[src/rtl/dmac_pkg.sv]
package dmac_pkg;

  localparam logic [3:0] A_STAT   = 4'h8;
  localparam logic [3:0] A_SMASK  = 4'h9;
  localparam logic [3:0] A_MODE   = 4'hA;
  localparam logic [3:0] A_CLRPTR = 4'hB;
  localparam logic [3:0] A_AMASK  = 4'hC;

  localparam int SMASK_VAL_BIT = 2;

  typedef enum logic [1:0] {
    KIND_DEMAND = 2'b00,
    KIND_SINGLE = 2'b01,
    KIND_CASC   = 2'b10,
    KIND_ALT    = 2'b11
  } req_kind_t;

  typedef struct packed {
    req_kind_t kind;      // data bits 6:5
    logic      down;      // data bit 4
    logic      autoinit;  // data bit 3
    logic      dir;       // data bit 2
  } mode_t;

endpackage

[src/rtl/dmac_byteptr.sv]
module dmac_byteptr (
  input  logic clk_i,
  input  logic rst_ni,
  input  logic acc_i,
  input  logic clr_i,
  output logic ptr_o
);

  logic ptr_q, ptr_d, ptr_en;

  always_comb begin
    ptr_en = acc_i | clr_i;
    ptr_d  = clr_i ? 1'b0 : ~ptr_q;
  end

  always_ff @(posedge clk_i or negedge rst_ni) begin
    if (!rst_ni) begin
      ptr_q <= 1'b0;
    end else if (ptr_en) begin
      ptr_q <= ptr_d;
    end
  end

  assign ptr_o = ptr_q;

  // every register access flips the half selector
  p_ptr_toggle_r1: assert property (@(posedge clk_i) disable iff (!rst_ni)
    (acc_i && !clr_i) |=> (ptr_q != $past(ptr_q)));

  // clearing returns to the low byte
  p_ptr_clear_r2: assert property (@(posedge clk_i) disable iff (!rst_ni)
    clr_i |=> !ptr_q);

endmodule

[src/rtl/dmac_chan.sv]
module dmac_chan
  import dmac_pkg::*;
#(
  parameter int AW = 16
) (
  input  logic          clk_i,
  input  logic          rst_ni,
  input  logic          ld_addr_i,
  input  logic          ld_cnt_i,
  input  logic          hi_i,
  input  logic [7:0]    wdata_i,
  input  logic          mode_we_i,
  input  mode_t         mode_i,
  input  logic          done_i,
  input  logic          masked_i,
  output logic [AW-1:0] addr_o,
  output logic [AW-1:0] cnt_o,
  output mode_t         mode_o,
  output logic          tc_o,
  output logic          stop_o
);

  logic [AW-1:0] base_a_q, base_a_d, cur_a_q, cur_a_d;
  logic [AW-1:0] base_c_q, base_c_d, cur_c_q, cur_c_d;
  mode_t         mode_q;
  logic          ack, at_zero, reload;
  logic          a_en, c_en;

  function automatic logic [AW-1:0] put_byte(input logic [AW-1:0] old,
                                             input logic hi,
                                             input logic [7:0] b);
    logic [AW-1:0] r;
    r = old;
    if (hi) r[15:8] = b;
    else    r[7:0]  = b;
    return r;
  endfunction

  always_comb begin
    ack     = done_i & ~masked_i & (mode_q.kind != KIND_CASC) & ~(ld_addr_i | ld_cnt_i);
    at_zero = (cur_c_q == '0);
    tc_o    = ack & at_zero;
    reload  = tc_o & mode_q.autoinit;
    stop_o  = tc_o & ~mode_q.autoinit;
    a_en    = ld_addr_i | ack;
    c_en    = ld_cnt_i | ack;
  end

  always_comb begin
    base_a_d = base_a_q;
    cur_a_d  = cur_a_q;
    if (ld_addr_i) begin
      base_a_d = put_byte(base_a_q, hi_i, wdata_i);
      cur_a_d  = put_byte(cur_a_q, hi_i, wdata_i);
    end else if (reload) begin
      cur_a_d  = base_a_q;
    end else if (ack) begin
      cur_a_d  = mode_q.down ? (cur_a_q - AW'(1)) : (cur_a_q + AW'(1));
    end
  end

  always_comb begin
    base_c_d = base_c_q;
    cur_c_d  = cur_c_q;
    if (ld_cnt_i) begin
      base_c_d = put_byte(base_c_q, hi_i, wdata_i);
      cur_c_d  = put_byte(cur_c_q, hi_i, wdata_i);
    end else if (reload) begin
      cur_c_d  = base_c_q;
    end else if (ack) begin
      cur_c_d  = cur_c_q - AW'(1);
    end
  end

  always_ff @(posedge clk_i or negedge rst_ni) begin
    if (!rst_ni) begin
      base_a_q <= '0;
      cur_a_q  <= '0;
    end else if (a_en) begin
      base_a_q <= base_a_d;
      cur_a_q  <= cur_a_d;
    end
  end

  always_ff @(posedge clk_i or negedge rst_ni) begin
    if (!rst_ni) begin
      base_c_q <= '0;
      cur_c_q  <= '0;
    end else if (c_en) begin
      base_c_q <= base_c_d;
      cur_c_q  <= cur_c_d;
    end
  end

  always_ff @(posedge clk_i or negedge rst_ni) begin
    if (!rst_ni) begin
      mode_q <= '0;
    end else if (mode_we_i) begin
      mode_q <= mode_i;
    end
  end

  assign addr_o = cur_a_q;
  assign cnt_o  = cur_c_q;
  assign mode_o = mode_q;

  // a terminal transfer without reload leaves an all-ones count
  p_wrap_ffff_r3: assert property (@(posedge clk_i) disable iff (!rst_ni)
    (ack && at_zero && !mode_q.autoinit) |=> (cur_c_q == '1));

  // a terminal transfer with reload restores both base copies
  p_reload_base_r4: assert property (@(posedge clk_i) disable iff (!rst_ni)
    (ack && at_zero && mode_q.autoinit) |=>
      (cur_c_q == $past(base_c_q) && cur_a_q == $past(base_a_q)));

  // a cascade channel never moves without a bus write
  p_cascade_hold_r9: assert property (@(posedge clk_i) disable iff (!rst_ni)
    (mode_q.kind == KIND_CASC && !ld_addr_i && !ld_cnt_i) |=>
      (cur_c_q == $past(cur_c_q) && cur_a_q == $past(cur_a_q)));

endmodule

[src/rtl/dmac_maskstat.sv]
module dmac_maskstat #(
  parameter int NCH = 4,
  localparam int CHW = $clog2(NCH)
) (
  input  logic           clk_i,
  input  logic           rst_ni,
  input  logic           amask_we_i,
  input  logic [NCH-1:0] amask_val_i,
  input  logic           smask_we_i,
  input  logic [CHW-1:0] smask_ch_i,
  input  logic           smask_val_i,
  input  logic           stat_rd_i,
  input  logic [NCH-1:0] tc_i,
  input  logic [NCH-1:0] stop_i,
  output logic [NCH-1:0] mask_o,
  output logic [NCH-1:0] tcf_o
);

  logic [NCH-1:0] mask_q, mask_d, tcf_q, tcf_d;
  logic           mask_en, tcf_en;

  always_comb begin
    mask_d = mask_q;
    if (amask_we_i) mask_d = amask_val_i;
    if (smask_we_i) mask_d[smask_ch_i] = smask_val_i;
    mask_d  = mask_d | stop_i;
    mask_en = amask_we_i | smask_we_i | (|stop_i);
  end

  always_comb begin
    tcf_d  = (stat_rd_i ? '0 : tcf_q) | tc_i;
    tcf_en = stat_rd_i | (|tc_i);
  end

  always_ff @(posedge clk_i or negedge rst_ni) begin
    if (!rst_ni) begin
      mask_q <= '1;
    end else if (mask_en) begin
      mask_q <= mask_d;
    end
  end

  always_ff @(posedge clk_i or negedge rst_ni) begin
    if (!rst_ni) begin
      tcf_q <= '0;
    end else if (tcf_en) begin
      tcf_q <= tcf_d;
    end
  end

  assign mask_o = mask_q;
  assign tcf_o  = tcf_q;

  // a stopping channel is masked on the next cycle
  p_stop_masks_r10: assert property (@(posedge clk_i) disable iff (!rst_ni)
    (stop_i != '0) |=> ((mask_q & $past(stop_i)) == $past(stop_i)));

  // a status read with no new terminal event empties the flags
  p_stat_clear_r5: assert property (@(posedge clk_i) disable iff (!rst_ni)
    (stat_rd_i && tc_i == '0) |=> (tcf_q == '0));

  // a new terminal event is never lost
  p_tc_sticky_r5: assert property (@(posedge clk_i) disable iff (!rst_ni)
    (tc_i != '0) |=> ((tcf_q & $past(tc_i)) == $past(tc_i)));

endmodule

[src/rtl/dmac_regfront.sv]
module dmac_regfront
  import dmac_pkg::*;
#(
  parameter int NCH = 4,
  parameter int AW  = 16
) (
  input  logic           clk,
  input  logic           rst_n,
  input  logic [3:0]     io_addr,
  input  logic           io_wr,
  input  logic           io_rd,
  input  logic [7:0]     io_wdata,
  output logic [7:0]     io_rdata,
  input  logic [NCH-1:0] dreq,
  input  logic [NCH-1:0] xfer_done,
  output logic [NCH-1:0] req_out,
  output logic [NCH-1:0] term_cnt,
  output logic [NCH-1:0] chan_mask,
  output logic [NCH-1:0] chan_dir,
  output logic [2*NCH-1:0] chan_kind
);

  localparam int         CHW     = $clog2(NCH);
  localparam logic [3:0] REG_TOP = 4'(2 * NCH);

  logic [1:0] rst_sync_q;
  logic       rst_ni;

  always_ff @(posedge clk or negedge rst_n) begin
    if (!rst_n) begin
      rst_sync_q <= '0;
    end else begin
      rst_sync_q <= {rst_sync_q[0], 1'b1};
    end
  end
  assign rst_ni = rst_sync_q[1];

  logic           wr_go, rd_go, in_regs, is_cnt, ptr;
  logic [CHW-1:0] sel_ch;
  logic           stat_rd;
  logic [NCH-1:0] ld_addr, ld_cnt, mode_we, tc_v, stop_v, mask_v, tcf_v;
  logic [NCH-1:0][AW-1:0] addr_v, cnt_v;
  mode_t [NCH-1:0] mode_v;
  mode_t           mode_wr;
  logic [AW-1:0]   rd_word;

  always_comb begin
    wr_go   = io_wr;
    rd_go   = io_rd & ~io_wr;
    in_regs = (io_addr < REG_TOP);
    is_cnt  = io_addr[0];
    sel_ch  = io_addr[CHW:1];
    stat_rd = rd_go & (io_addr == A_STAT);
    mode_wr = mode_t'(io_wdata[6:2]);
  end

  dmac_byteptr u_ptr (
    .clk_i  (clk),
    .rst_ni (rst_ni),
    .acc_i  ((io_wr | io_rd) & in_regs),
    .clr_i  (wr_go & (io_addr == A_CLRPTR)),
    .ptr_o  (ptr)
  );

  for (genvar i = 0; i < NCH; i++) begin : g_chan
    assign ld_addr[i] = wr_go & in_regs & (sel_ch == CHW'(i)) & ~is_cnt;
    assign ld_cnt[i]  = wr_go & in_regs & (sel_ch == CHW'(i)) & is_cnt;
    assign mode_we[i] = wr_go & (io_addr == A_MODE) & (io_wdata[CHW-1:0] == CHW'(i));

    dmac_chan #(.AW(AW)) u_chan (
      .clk_i     (clk),
      .rst_ni    (rst_ni),
      .ld_addr_i (ld_addr[i]),
      .ld_cnt_i  (ld_cnt[i]),
      .hi_i      (ptr),
      .wdata_i   (io_wdata),
      .mode_we_i (mode_we[i]),
      .mode_i    (mode_wr),
      .done_i    (xfer_done[i]),
      .masked_i  (mask_v[i]),
      .addr_o    (addr_v[i]),
      .cnt_o     (cnt_v[i]),
      .mode_o    (mode_v[i]),
      .tc_o      (tc_v[i]),
      .stop_o    (stop_v[i])
    );

    assign chan_dir[i]         = mode_v[i].dir;
    assign chan_kind[2*i +: 2] = mode_v[i].kind;
  end

  dmac_maskstat #(.NCH(NCH)) u_maskstat (
    .clk_i       (clk),
    .rst_ni      (rst_ni),
    .amask_we_i  (wr_go & (io_addr == A_AMASK)),
    .amask_val_i (io_wdata[NCH-1:0]),
    .smask_we_i  (wr_go & (io_addr == A_SMASK)),
    .smask_ch_i  (io_wdata[CHW-1:0]),
    .smask_val_i (io_wdata[SMASK_VAL_BIT]),
    .stat_rd_i   (stat_rd),
    .tc_i        (tc_v),
    .stop_i      (stop_v),
    .mask_o      (mask_v),
    .tcf_o       (tcf_v)
  );

  always_comb begin
    rd_word  = is_cnt ? cnt_v[sel_ch] : addr_v[sel_ch];
    io_rdata = '0;
    if (rd_go) begin
      if (in_regs) begin
        io_rdata = ptr ? rd_word[15:8] : rd_word[7:0];
      end else if (io_addr == A_STAT) begin
        io_rdata = 8'({dreq, tcf_v});
      end
    end
  end

  assign req_out   = dreq & ~mask_v;
  assign term_cnt  = tc_v;
  assign chan_mask = mask_v;

endmodule

[config.mk]
export PLATFORM = sky130hd
export DESIGN_NAME = dmac_regfront
export DESIGN_NICKNAME = d
export VERILOG_FILES = /design/src/rtl/dmac_pkg.sv /design/src/rtl/dmac_byteptr.sv /design/src/rtl/dmac_chan.sv /design/src/rtl/dmac_maskstat.sv /design/src/rtl/dmac_regfront.sv
export SDC_FILE = /design/constraint.sdc
export NUM_CORES = 1
export LEC_CHECK = 0
export BUFFER_PORTS_ARGS = -buffer_cell sky130_fd_sc_hd__buf_2
export CAP_MARGIN = 20
export CORE_ASPECT_RATIO = 0.5
export CORE_MARGIN = 2
export CORE_UTILIZATION = 60
export CTS_CLUSTER_DIAMETER = 60
export DETAILED_ROUTE_END_ITERATION = 6
export MAX_ROUTING_LAYER = met4
export PLACE_DENSITY_LB_ADDON = 0.08
export SYNTH_ARGS = -nofsm -noshare
export SYNTH_HDL_FRONTEND = slang
export SYNTH_SLANG_ARGS = --single-unit
[constraint.sdc]
create_clock -name clk -period 9.8 [get_ports clk]
set_input_delay 1.96 -clock clk [delete_from_list [all_inputs] [get_ports clk]]
set_output_delay 1.96 -clock clk [all_outputs]
set_load 0.005 [all_outputs]
Yosys cells after proc, flatten, opt, wreduce, memory -nomap -nowiden
Index checks and enable logic that the tools add are counted.
{"block": "op_classes", "reduce_logical": 49, "add_sub_neg": 12, "bitwise_logic": 84, "muxes": 46, "n_lt_le_gt_ge": 4, "eq_ne": 31}
{"operator": "16-bit 2-to-1 mux", "n": 31}
{"operator": "16-bit by 1-bit subtractor with 16-bit output (second input constant)", "n": 8}
{"operator": "3-bit AND reduction", "n": 32}
{"operator": "16-bit by 1-bit adder with 16-bit output (second input constant)", "n": 4}
{"operator": "16-bit binary-select mux with 2-bit select", "n": 2}
{"operator": "16-bit logical NOT", "n": 4}
{"operator": "1-bit bitwise AND", "n": 48}
{"operator": "8-bit 2-to-1 mux", "n": 6}
{"operator": "2-bit inequality test (second input constant)", "n": 20}
{"operator": "3-bit nonzero test", "n": 8}
{"operator": "4-bit equality test (second input constant)", "n": 5}
{"operator": "1-bit OR", "n": 17}
{"operator": "1-bit inverter", "n": 15}
{"operator": "4-bit 2-to-1 mux", "n": 3}
{"operator": "2-bit equality test (second input constant)", "n": 4}
{"operator": "4-bit OR", "n": 2}
{"operator": "4-bit OR reduction", "n": 2}
{"operator": "2-bit by 3-bit less-than comparator with 1-bit output (second input constant)", "n": 2}
{"operator": "4-bit bitwise AND", "n": 1}
{"operator": "4-bit bitwise mux", "n": 1}
{"operator": "2-bit by 1-bit equality test with 1-bit output (second input constant)", "n": 2}
{"operator": "2-bit logical NOT", "n": 2}
{"operator": "4-bit less-than comparator (second input constant)", "n": 1}
{"operator": "4-bit inverter", "n": 1}
{"operator": "other kinds (4)", "n": 5}
{"block": "totals", "in_bits": 24, "out_inout_bits": 32, "wordCells": 278, "regBits": 287}

Depth between registers and ports, before layout
{"block": "logic_depth", "depth_word": 11, "ltp_mapped": 11, "ltp_nobuf": 9}

By module
A second synthesis with hierarchy kept.
{"block": "unflattened", "hier_cells": 2031, "area_unflattened_um2": 18745.5}
{"module": "dmac_chan at g_chan[0].u_chan ...", "seq_area_each_um2": 1726.7, "n_inst": 2, "area_per_inst_um2": 4172.8, "cells_each": 459}
{"module": "dmac_chan at g_chan[2].u_chan", "seq_area_each_um2": 1726.7, "n_inst": 1, "area_per_inst_um2": 4261.6, "cells_each": 461}
{"module": "dmac_chan at g_chan[3].u_chan", "seq_area_each_um2": 1726.7, "n_inst": 1, "area_per_inst_um2": 4207.8, "cells_each": 451}
{"module": "dmac_regfront", "seq_area_each_um2": 50.0, "n_inst": 1, "area_per_inst_um2": 1506.4, "cells_each": 169}
{"module": "dmac_maskstat", "seq_area_each_um2": 205.2, "n_inst": 1, "area_per_inst_um2": 386.6, "cells_each": 29}
{"module": "dmac_byteptr", "seq_area_each_um2": 25.0, "n_inst": 1, "area_per_inst_um2": 37.5, "cells_each": 3}

Worst setup path before layout
Ideal clock, no wire load.
{"block": "synth_timing", "path_kind": "input port to output port", "start": "input port io_addr[2]", "end": "output port io_rdata[6]", "arrival_time_ps": 3897, "slack_ps": 3943, "t_required_ps": 7840, "path_stages": 7, "n_path_buf": 3, "path_cell_list": "clkbuf_1 > buf_1 > clkbuf_1 > mux4_2 > mux4_2 > inv_1 > o21ai_0"}
{"block": "synth_via", "elab_chain_cells": 6, "word_cells_on_any_way": 11, "classes_between": "order compare (1); eq/ne (1); mux (9)"}
{"item": "start: declaration", "line": "dmac_regfront.sv:9", "text": "input logic [3:0] io_addr,"}
{"item": "16-bit binary-select mux with 2-bit select", "line": "dmac_regfront.sv:108", "text": "rd_word = is_cnt ? cnt_v[sel_ch] : addr_v[sel_ch];"}
{"item": "16-bit 2-to-1 mux (implied by the code)", "line": "dmac_regfront.sv:108"}
{"item": "16-bit 2-to-1 mux", "line": "dmac_regfront.sv:108"}
{"item": "8-bit 2-to-1 mux", "line": "dmac_regfront.sv:112", "text": "io_rdata = ptr ? rd_word[15:8] : rd_word[7:0];"}
{"item": "8-bit 2-to-1 mux *", "line": "dmac_regfront.sv:111", "text": "if (in_regs) begin"}
{"item": "8-bit 2-to-1 mux *", "line": "dmac_regfront.sv:110", "text": "if (rd_go) begin"}
{"item": "end: declaration", "line": "dmac_regfront.sv:13", "text": "output logic [7:0] io_rdata,"}
Every way passes the cells marked *; elsewhere a longest branch is shown, timed or not. The select of a mux whose other input is x is not followed.

Final worst setup path
{"block": "layout_timing", "start": "input port io_addr[2]", "end": "output port io_rdata[7]"}
The elaborated chain is that of the path after synthesis.

==> results.cfg <==
[place]
routabilityCongestion = 1.06
pre_cts_slack_ns = 3.61
portBuffers = 55
dp_hpwl_mm = 40.8
placed_cells = 2251

[job]
drv_cap = 0

[sta]
tightest_slew_ns = 1.10
hold_violations = 0
rsz0062_at_grt = false
hold_ws_ns = 0.362
fin_skew_ns = 0.0129
finalSetupTns_ns = 0
relSlewSlack = 0.266
setup_viol = 0
final.period_utilization = 0.630
slew_viol_final = 0
layout_setup_ws_ns = 3.63
fmax_mhz = 162
finalCriticalPeriod_ns = 6.17

[clocking]
cts_root_buf = clkbuf_16
cts_num_sinks = 287
cts_resized = 0
clk_latency_ns = 0.57
cts_tree = built
cts_buffers = 28
postCtsSetupBuffers = 0
postCtsHoldBufs = 0
htreeDepth = 1
path_clk_slew_ns = 0.07
clk_path_buf_depth = 3

[power]
peakVddDrop_mv = 0.194
p_per_area_nw_per_um2 = 276
p_leak_nw = 8.38

[setup_path]
critPathMaxStageDelay_ns = 0.76
endpoint = io_rdata[7]
required_ns = 7.84
reg2reg_to = g_chan[0].u_chan.addr_o[15]$_DFFE_PN0P_
path_cells = buf_2, nor2_1, nand2_1, nor4b_2, nand2_1, o21ai_0, buf_2
timing.reg2reg.setup_slack_ns = 6.02
worstSetupStartpointType = input port
critPathKind = input port to primary output
critPathSlowestCell = nor4b_2
cp.arrival_ns = 4.21
r2r-start = g_chan[0].u_chan.cnt_o[7]$_DFFE_PN0P_
r2r_cells = 9
crit_fanout = 44
cp-startpoint = io_addr[2]
cp-end-kind = primary output

[die]
core_area_um2 = 29400
rows = 44
start_util = 0.617
die_height_um = 127
die_area_um2 = 31700
die_w_um = 250
io_pins = 56

[global_routing]
first_global_vias = 14700
overflow = 0
grt_max_degree = 158
grt.total_usage = 0.381
grt_pass1_wl_mm = 89.0
grt_antenna_before_repair = 7

[finish]
layout_common_cells = dfrtp_1, nand2_1, nor2_1
nNetsFinal = 1984
area_growth_pct = 7.57
final_cell_count_no_fill = 2307
drive_gt1_frac = 0.175
final_common_cell = dfrtp_1

[detailed_routing]
first_pass_iters = 6
ant_nets = 0
wl_per_cell_um = 25.1
via_per_inst = 6.73
route.detailed.drc = 0
vias = 15500
drt_iter0_markers = 1771
drt_wl_total_mm = 57.8

[logic_synthesis]
synth.distinct_cells = 78
syn_avg_cell_area_um2 = 9.45
synth-seq-cells = 287
synthArstFlopShare = 1.00
synth_area_leaders = dfrtp_1, mux2_2, mux4_2, ha_1, nand2_1
synthesis.nets = 2012
seq_area_frac_synth = 0.396
ys_dominant_reg_cell = dfrtp_1
netlist_area_um2 = 18200
yosys_warnings = 0
synth-edff-count = 0
synth_cells = 1920
synth_top_area_frac = 0.390
yosys.area.top_type = dfrtp_1

[run_status]
status = finished clean

[worst_hold_path]
worstHoldPathType = flop to flop
area by class of cell:
cell class | instances | area [um^2]
fill | 2347 | 9870
antenna | 4 | 10.0
clock buffer | 38 | 840
multi-input combinational | 1457 | 10200
inverter | 41 | 154
tap | 391 | 489
sequential | 287 | 7190
timing repair buffer | 77 | 467
clock inverter | 12 | 166
how the worst min path moves through the flow:
stage                             from  slack (ns)                       to  cells after the start
4_1_cts        rst_sync_q[0]$_DFF_PN0_        0.37  rst_sync_q[1]$_DFF_PN0_                      0
2_1_floorplan  rst_sync_q[0]$_DFF_PN0_        0.33  rst_sync_q[1]$_DFF_PN0_                      0
5_1_grt        rst_sync_q[0]$_DFF_PN0_        0.38  rst_sync_q[1]$_DFF_PN0_                      0
3_3_place_gp   rst_sync_q[0]$_DFF_PN0_        0.34  rst_sync_q[1]$_DFF_PN0_                      0
3_5_place_dp   rst_sync_q[0]$_DFF_PN0_        0.34  rst_sync_q[1]$_DFF_PN0_                      0
6_report       rst_sync_q[0]$_DFF_PN0_        0.36  rst_sync_q[1]$_DFF_PN0_                      0
critical path, delay by kind of cell:
family          cells  cell delay [ns]
buf+inv             2             0.61
simple gates        4             1.44
compound gates      1             0.18
synth_stat cells (40+ instances only):
master,count
nand2_1,205
a21oi_1,125
mux2_2,138
o21ai_0,107
dfrtp_1,283
a211oi_1,53
ha_1,64
nor3_1,49
inv_1,41
nor2_1,199
clkbuf_1,90
mux4_2,40
xnor2_1,63
o211ai_1,41
registers in the layout, summed over array words and instances (netlist names):
register,cells
g_chan.u_chan.addr_o,64
g_chan.u_chan.base_a_q,64
g_chan.u_chan.base_c_q,64
g_chan.u_chan.cnt_o,64
g_chan.u_chan.mode_o,20
u_maskstat.mask_o,4
u_maskstat.tcf_o,4
rst_sync_q,2
u_ptr.ptr_o,1
metal layers:
metal  GRT usage  part of all wire  vias up
met1       0.527              0.42     7622
met4       0.118             0.033        0
met3       0.119              0.13      139
met2       0.536              0.42      840
met5           -                 0        -
li1            -                 -     6924
power by group:
part	internal, mW	total (mW)	switching (mW)	leakage (nW)
logic	0.958	1.91	0.951	4.37
registers	1.58	2.28	0.694	3.51
clock network	0.702	1.19	0.491	0.500
cell families after synthesis:
| logic type | share of synthesized area |
|---|---|
| and+or+nand+nor | 0.153 |
| AOI/OAI and AO/OA | 0.174 |
| DFF | 0.396 |
| muxes | 0.139 |
| buffers and inverters | 0.0427 |
| xor gates and xnor gates | 0.0463 |
| adders and majority gates | 0.0485 |
| other | 0.000207 |
through the flow:
step	area (um^2)	util	power (mW)
2_1_floorplan	18200	-	3.46
3_3_place_gp	18500	0.628	4.04
3_5_place_dp	18500	0.629	4.12
4_1_cts	19500	0.663	5.32
5_1_grt	19500	0.664	5.68
6_report	19500	0.664	5.38
(Power assumes the default switching activity.)
